## src/rtl/brcnt_pkg.sv

```systemverilog
package brcnt_pkg;
   localparam int OPT_W = 5;

   typedef struct packed {
      logic dec_en;
      logic use_cond;
      logic cond_sense;
      logic zero_sense;
      logic hint;
   } brcnt_ctl_t;
endpackage

```

## src/rtl/brcnt_decode.sv

```systemverilog
module brcnt_decode
   import brcnt_pkg::*;
(
   input  logic [OPT_W-1:0] opts,
   output brcnt_ctl_t       ctl
);
   always_comb begin
      ctl.dec_en     = ~opts[2];
      ctl.use_cond   = ~opts[4];
      ctl.cond_sense = opts[3];
      ctl.zero_sense = opts[1];
      ctl.hint       = opts[0];
   end
endmodule

```

## src/rtl/brcnt_counter.sv

```systemverilog
module brcnt_counter #(
   parameter int CNT_W      = 32,
   parameter int EARLY_ZERO = 0
) (
   input  logic             clk,
   input  logic             rst_n,
   input  logic             ld_en,
   input  logic [CNT_W-1:0] ld_val,
   input  logic             dec_go,
   output logic [CNT_W-1:0] cnt,
   output logic             dec_zero
);
   localparam logic [CNT_W-1:0] ONE = {{(CNT_W-1){1'b0}}, 1'b1};

   logic [CNT_W-1:0] cnt_dec;

   assign cnt_dec = cnt - ONE;

   // Zero test of the post-decrement value; two equivalent forms
   generate
      if (EARLY_ZERO != 0) begin : g_early
         assign dec_zero = (cnt == ONE);
      end else begin : g_late
         assign dec_zero = (cnt_dec == '0);
      end
   endgenerate

   always_ff @(posedge clk or negedge rst_n) begin
      if (!rst_n)
         cnt <= '0;
      else if (ld_en)
         cnt <= ld_val;
      else if (dec_go)
         cnt <= cnt_dec;
   end
endmodule

```

## src/rtl/brcnt_resolve.sv

```systemverilog
module brcnt_resolve (
   input  logic dec_en,
   input  logic use_cond,
   input  logic cond_sense,
   input  logic zero_sense,
   input  logic cond_bit,
   input  logic dec_zero,
   output logic take
);
   logic ctr_ok;
   logic cond_ok;

   always_comb begin
      ctr_ok  = ~dec_en | (dec_zero == zero_sense);
      cond_ok = ~use_cond | (cond_bit == cond_sense);
      take    = ctr_ok & cond_ok;
   end
endmodule

```

## src/rtl/brcnt_unit.sv

```systemverilog
module brcnt_unit
   import brcnt_pkg::*;
#(
   parameter int CNT_W      = 32,
   parameter int EARLY_ZERO = 0
) (
   input  logic             clk,
   input  logic             rst_n,
   input  logic             br_valid,
   input  logic [4:0]       br_opts,
   input  logic             cond_bit,
   input  logic             ld_en,
   input  logic [CNT_W-1:0] ld_val,
   output logic             taken_q,
   output logic             done_q,
   output logic             hint_q,
   output logic [CNT_W-1:0] cnt_q
);
   generate
      if (CNT_W < 2) begin : g_bad_width
         $error("brcnt_unit: CNT_W must be at least 2");
      end
      if (EARLY_ZERO != 0 && EARLY_ZERO != 1) begin : g_bad_zero
         $error("brcnt_unit: EARLY_ZERO must be 0 or 1");
      end
      if (OPT_W != 5) begin : g_bad_opts
         $error("brcnt_unit: options field must be 5 bits");
      end
   endgenerate

   brcnt_ctl_t ctl;
   logic       dec_zero;
   logic       take;
   logic       dec_go;

   brcnt_decode u_decode (
      .opts (br_opts),
      .ctl  (ctl)
   );

   assign dec_go = br_valid & ctl.dec_en;

   brcnt_counter #(
      .CNT_W      (CNT_W),
      .EARLY_ZERO (EARLY_ZERO)
   ) u_counter (
      .clk      (clk),
      .rst_n    (rst_n),
      .ld_en    (ld_en),
      .ld_val   (ld_val),
      .dec_go   (dec_go),
      .cnt      (cnt_q),
      .dec_zero (dec_zero)
   );

   brcnt_resolve u_resolve (
      .dec_en     (ctl.dec_en),
      .use_cond   (ctl.use_cond),
      .cond_sense (ctl.cond_sense),
      .zero_sense (ctl.zero_sense),
      .cond_bit   (cond_bit),
      .dec_zero   (dec_zero),
      .take       (take)
   );

   always_ff @(posedge clk or negedge rst_n) begin
      if (!rst_n) begin
         done_q  <= 1'b0;
         taken_q <= 1'b0;
         hint_q  <= 1'b0;
      end else begin
         done_q  <= br_valid;
         taken_q <= br_valid & take;
         hint_q  <= br_valid & ctl.hint;
      end
   end
endmodule

```

## config.mk

```make
export PLATFORM = sky130hd
export DESIGN_NAME = brcnt_unit
export DESIGN_NICKNAME = d
export VERILOG_FILES = /design/src/rtl/brcnt_pkg.sv /design/src/rtl/brcnt_decode.sv /design/src/rtl/brcnt_counter.sv /design/src/rtl/brcnt_resolve.sv /design/src/rtl/brcnt_unit.sv
export SDC_FILE = /design/constraint.sdc
export NUM_CORES = 1
export LEC_CHECK = 0
export BUFFER_PORTS_ARGS = -buffer_cell sky130_fd_sc_hd__buf_2
export CORE_UTILIZATION = 54
export CTS_CLUSTER_SIZE = 40
export DETAILED_ROUTE_END_ITERATION = 12
export PLACE_DENSITY = 0.9
export SYNTH_ARGS = -nofsm -noshare
export SYNTH_HDL_FRONTEND = slang
export SYNTH_SLANG_ARGS = --single-unit
```

## constraint.sdc

```tcl
create_clock -name clk -period 5.3 [get_ports clk]
set_clock_uncertainty 0.1 [all_clocks]
set_input_delay 0.53 -clock clk [delete_from_list [all_inputs] [get_ports clk]]
set_output_delay 0.53 -clock clk [all_outputs]
set_load 0.05 [all_outputs]
```

==> key figures <==
Detailed routing
  • Via count: 2153
  • Detail Route Antenna Nets: 0
  • WL final: 5460 µm
  • Top Metal Used: met4
  • Wire length on met3: 246 µm
  • WL/cell: 14.1 µm
  • Initial drt markers: 127
  • DRT met1 WL: 2530 µm
  • Met2 WL: 2580 µm
  • Routed vias/inst: 5.58
  • Remaining DRCs: 0
  • DRT Pass-1 Iters: 4

Synthesis
  • Post-synth top flop: dfrtp_1
  • Synth warnings: 0
  • Synth area leaders: dfrtp_1 38%, xnor2_1 8.7%, o21ai_0 7.8%
  • Syn_nets: 314
  • Most instantiated cells after synthesis: 47 x nand2_1, 36 x o21ai_0, 35 x dfrtp_1
  • Synth async-reset ratio: 100%
  • Synth Register Bits: 35
  • Mapped Cells: 270
  • Seq/Total Area, Yosys: 37.8%
  • Mapped Area: 0.00231 mm²
  • Syn avg cell area: 8.57 µm²
  • Synth area leader: dfrtp_1
  • Most common cell in the netlist: nand2_1
  • Post-synth top area share: 37.8%
  • Synth unique cells: 44
  • Post-synth EDFFs: 0

STA
  • Fin crit period: 2.83 ns
  • Final Cycle Share: 53.5%
  • RSZ-0062 raised after global routing: no
  • Final Setup Violations: 0
  • Final hold violation count: 0
  • Final Max Tran Viols: 0
  • Tightest Pin Transition: 0.904 ns
  • Max-slew headroom: 39.7%
  • Setup TNS: 0 ns
  • Max frequency: 0.353 GHz
  • Worst setup slack after layout: 2.47 ns

Layout
  • Ant. Diodes: 0
  • Layout area overhead: 19.6%
  • Layout Nets: 381
  • Finished Core Util: 68.2%
  • Share of cells above drive strength 1: 28.0%
  • FILL cells: 350

Floorplanning
  • Die H: 67.5 µm
  • Die Footprint: 0.00455 mm²
  • I/O pin cnt: 77
  • # rows: 23
  • Die W: 67.5 µm
  • Core Area: 0.00406 mm²
  • Starting Density: 57.0%

Setup path
  • WS Path Type: reg2reg
  • Worst path required time: 5.42 ns
  • Crit-path max cell delay: 0.75 ns
  • Type of origin of the critical path: flop
  • CP Capture Type: flop
  • Worst Path Arrival: 2.95 ns
  • CP max stage cell: or4b_2
  • Crit-path max FO: 7
  • Crit-path cells: nor4_2 > nand4_1 > or4b_2 > xor2_1 > a41oi_1 > a41o_1 > nor2_1

Hold path
  • Hold crit path type: in2async

Clocking
  • Root buf cell: clkbuf_8
  • Total CTS buffers: 5
  • CTS tree: built
  • CTS H-tree lvls: 2
  • Clock-pin slew on the worst setup and hold paths: 0.07 ns
  • Worst skew pair latency: 0.28 ns
  • Max clock buf depth: 2
  • Clk sinks: 35
  • Post-CTS resize count: 0
  • Hold_buf cts: 0
  • Post-CTS Setup Bufs: 0

Power and ir drop
  • Switching share of power: 39.8%
  • Cell Pwr Density: 269 mW/mm²
  • Switching pwr: 297 µW
  • Clock power share: 23.6%
  • Part of the power in registers: 45.5%
  • Total power: 746 µW
  • Leakage: 0.00117 µW
  • Comb pwr share: 31.0%
  • Max VDD drop: 152 µV
  • Cell-internal power: 449 µW

Global routing
  • Initial antenna violation count: 0
  • Largest net degree at the start of global routing: 65
  • Global-route wire length before repair: 8910 µm
  • Vias in the first global route: 1934
  • Total track usage: 26.3%
  • Global route overflow: 0

Flow run
  • Maxcap violations: 0

Placed design
  • Post-Place Setup Slack: 2.60 ns
  • GP Congestion: 0.864
  • Dpl hpwl: 3960 µm
  • Input/output buffers: 76

Status
  • Status: completed
==> worst max-delay path: cells and delay by family, from the launching register on <==
family          cells  cell delay, ns
simple gates        4            1.60
flops               1            0.47
compound gates      2            0.38
xor+xnor            1            0.23
==> flip-flops by register name, summed over array words and instances, names as in the netlist <==
register / count
u_counter.cnt: 32
done_q: 1
hint_q: 1
taken_q: 1
==> worst paths after layout <==
path / slack, ns / start / endpoint / depth (start not counted)
max: 2.47 / u_counter.cnt[0]$_DFFE_PN0P_ / taken_q$_DFF_PN0_ / 7
min: 0.22 / rst_n / u_counter.cnt[11]$_DFFE_PN0P_ / 1
max reg2reg: 2.47 / u_counter.cnt[0]$_DFFE_PN0P_ / taken_q$_DFF_PN0_ / 7
min reg2reg: 0.52 / u_counter.cnt[14]$_DFFE_PN0P_ / u_counter.cnt[14]$_DFFE_PN0P_ / 2
max in group asynchronous: 4.39 / rst_n / u_counter.cnt[0]$_DFFE_PN0P_ / 1
min in group clk: 0.29 / br_valid / done_q$_DFF_PN0_ / 1
==> final cells by class <==
class	instances	area, µm²	share of cell area (%)
inverter	3	11.3	0.407
multi-input combinational	216	1370	49.3
sequential	35	876	31.6
tap	50	62.6	2.26
clock buffer	6	72.6	2.62
timing repair buffer	76	380	13.7
==> power by group through the flow <==
stage | Sequential [µW] | Clock [µW] | Combinational, µW
6_report | 339 | 176 | 231
5_1_grt | 344 | 191 | 250
2_1_floorplan | 413 | 0 | 92.2
4_1_cts | 338 | 178 | 231
3_5_place_dp | 343 | 0 | 230
3_3_place_gp | 342 | 0 | 227
==> metal layers <==
layer / GRT usage [%] / vias to the layer above
met5: 0 / -
met4: 9.31 / 0
met3: 4.90 / 12
met2: 41.0 / 72
met1: 36.2 / 990
li1: - / 1079
==> cell usage in the layout (no fill, tap or decap), drive strengths merged, types with 4 or more instances in the layout <==
cell type and instances:
xnor2 23, dfrtp 35, clkbuf 6, nand3 4, nor4 11, buf 76, nor2 19, or4 4
nand2 47, or3 4, o21ai 37, nor3 18, xor2 16
==> metrics by stage <==
| stage | hold slack (ns) | cells | instance area (µm²) |
|---|---|---|---|
| after floorplan | 0.134 | 270 | 2310 |
| after global placement | 0.491 | 380 | 2700 |
| after detailed placement | 0.509 | 380 | 2700 |
| after CTS | 0.251 | 386 | 2770 |
| after global routing | 0.281 | 386 | 2770 |
| final | 0.218 | 386 | 2770 |
==> logic make-up (layout without fill, tap and decap cells) <==
logic type / Yosys count / count (layout) / synth area share (%)
AND/OR/NAND/NOR: 127 / 127 / 30.8
XOR/XNOR: 39 / 39 / 14.8
flip-flops: 35 / 35 / 37.8
adder cells (fa/ha/maj): 2 / 2 / 1.08
AO/OA/AOI/OAI: 48 / 48 / 12.4
buffers and inverters: 19 / 85 / 3.13
Note: power is estimated with default switching activity, not from simulation.
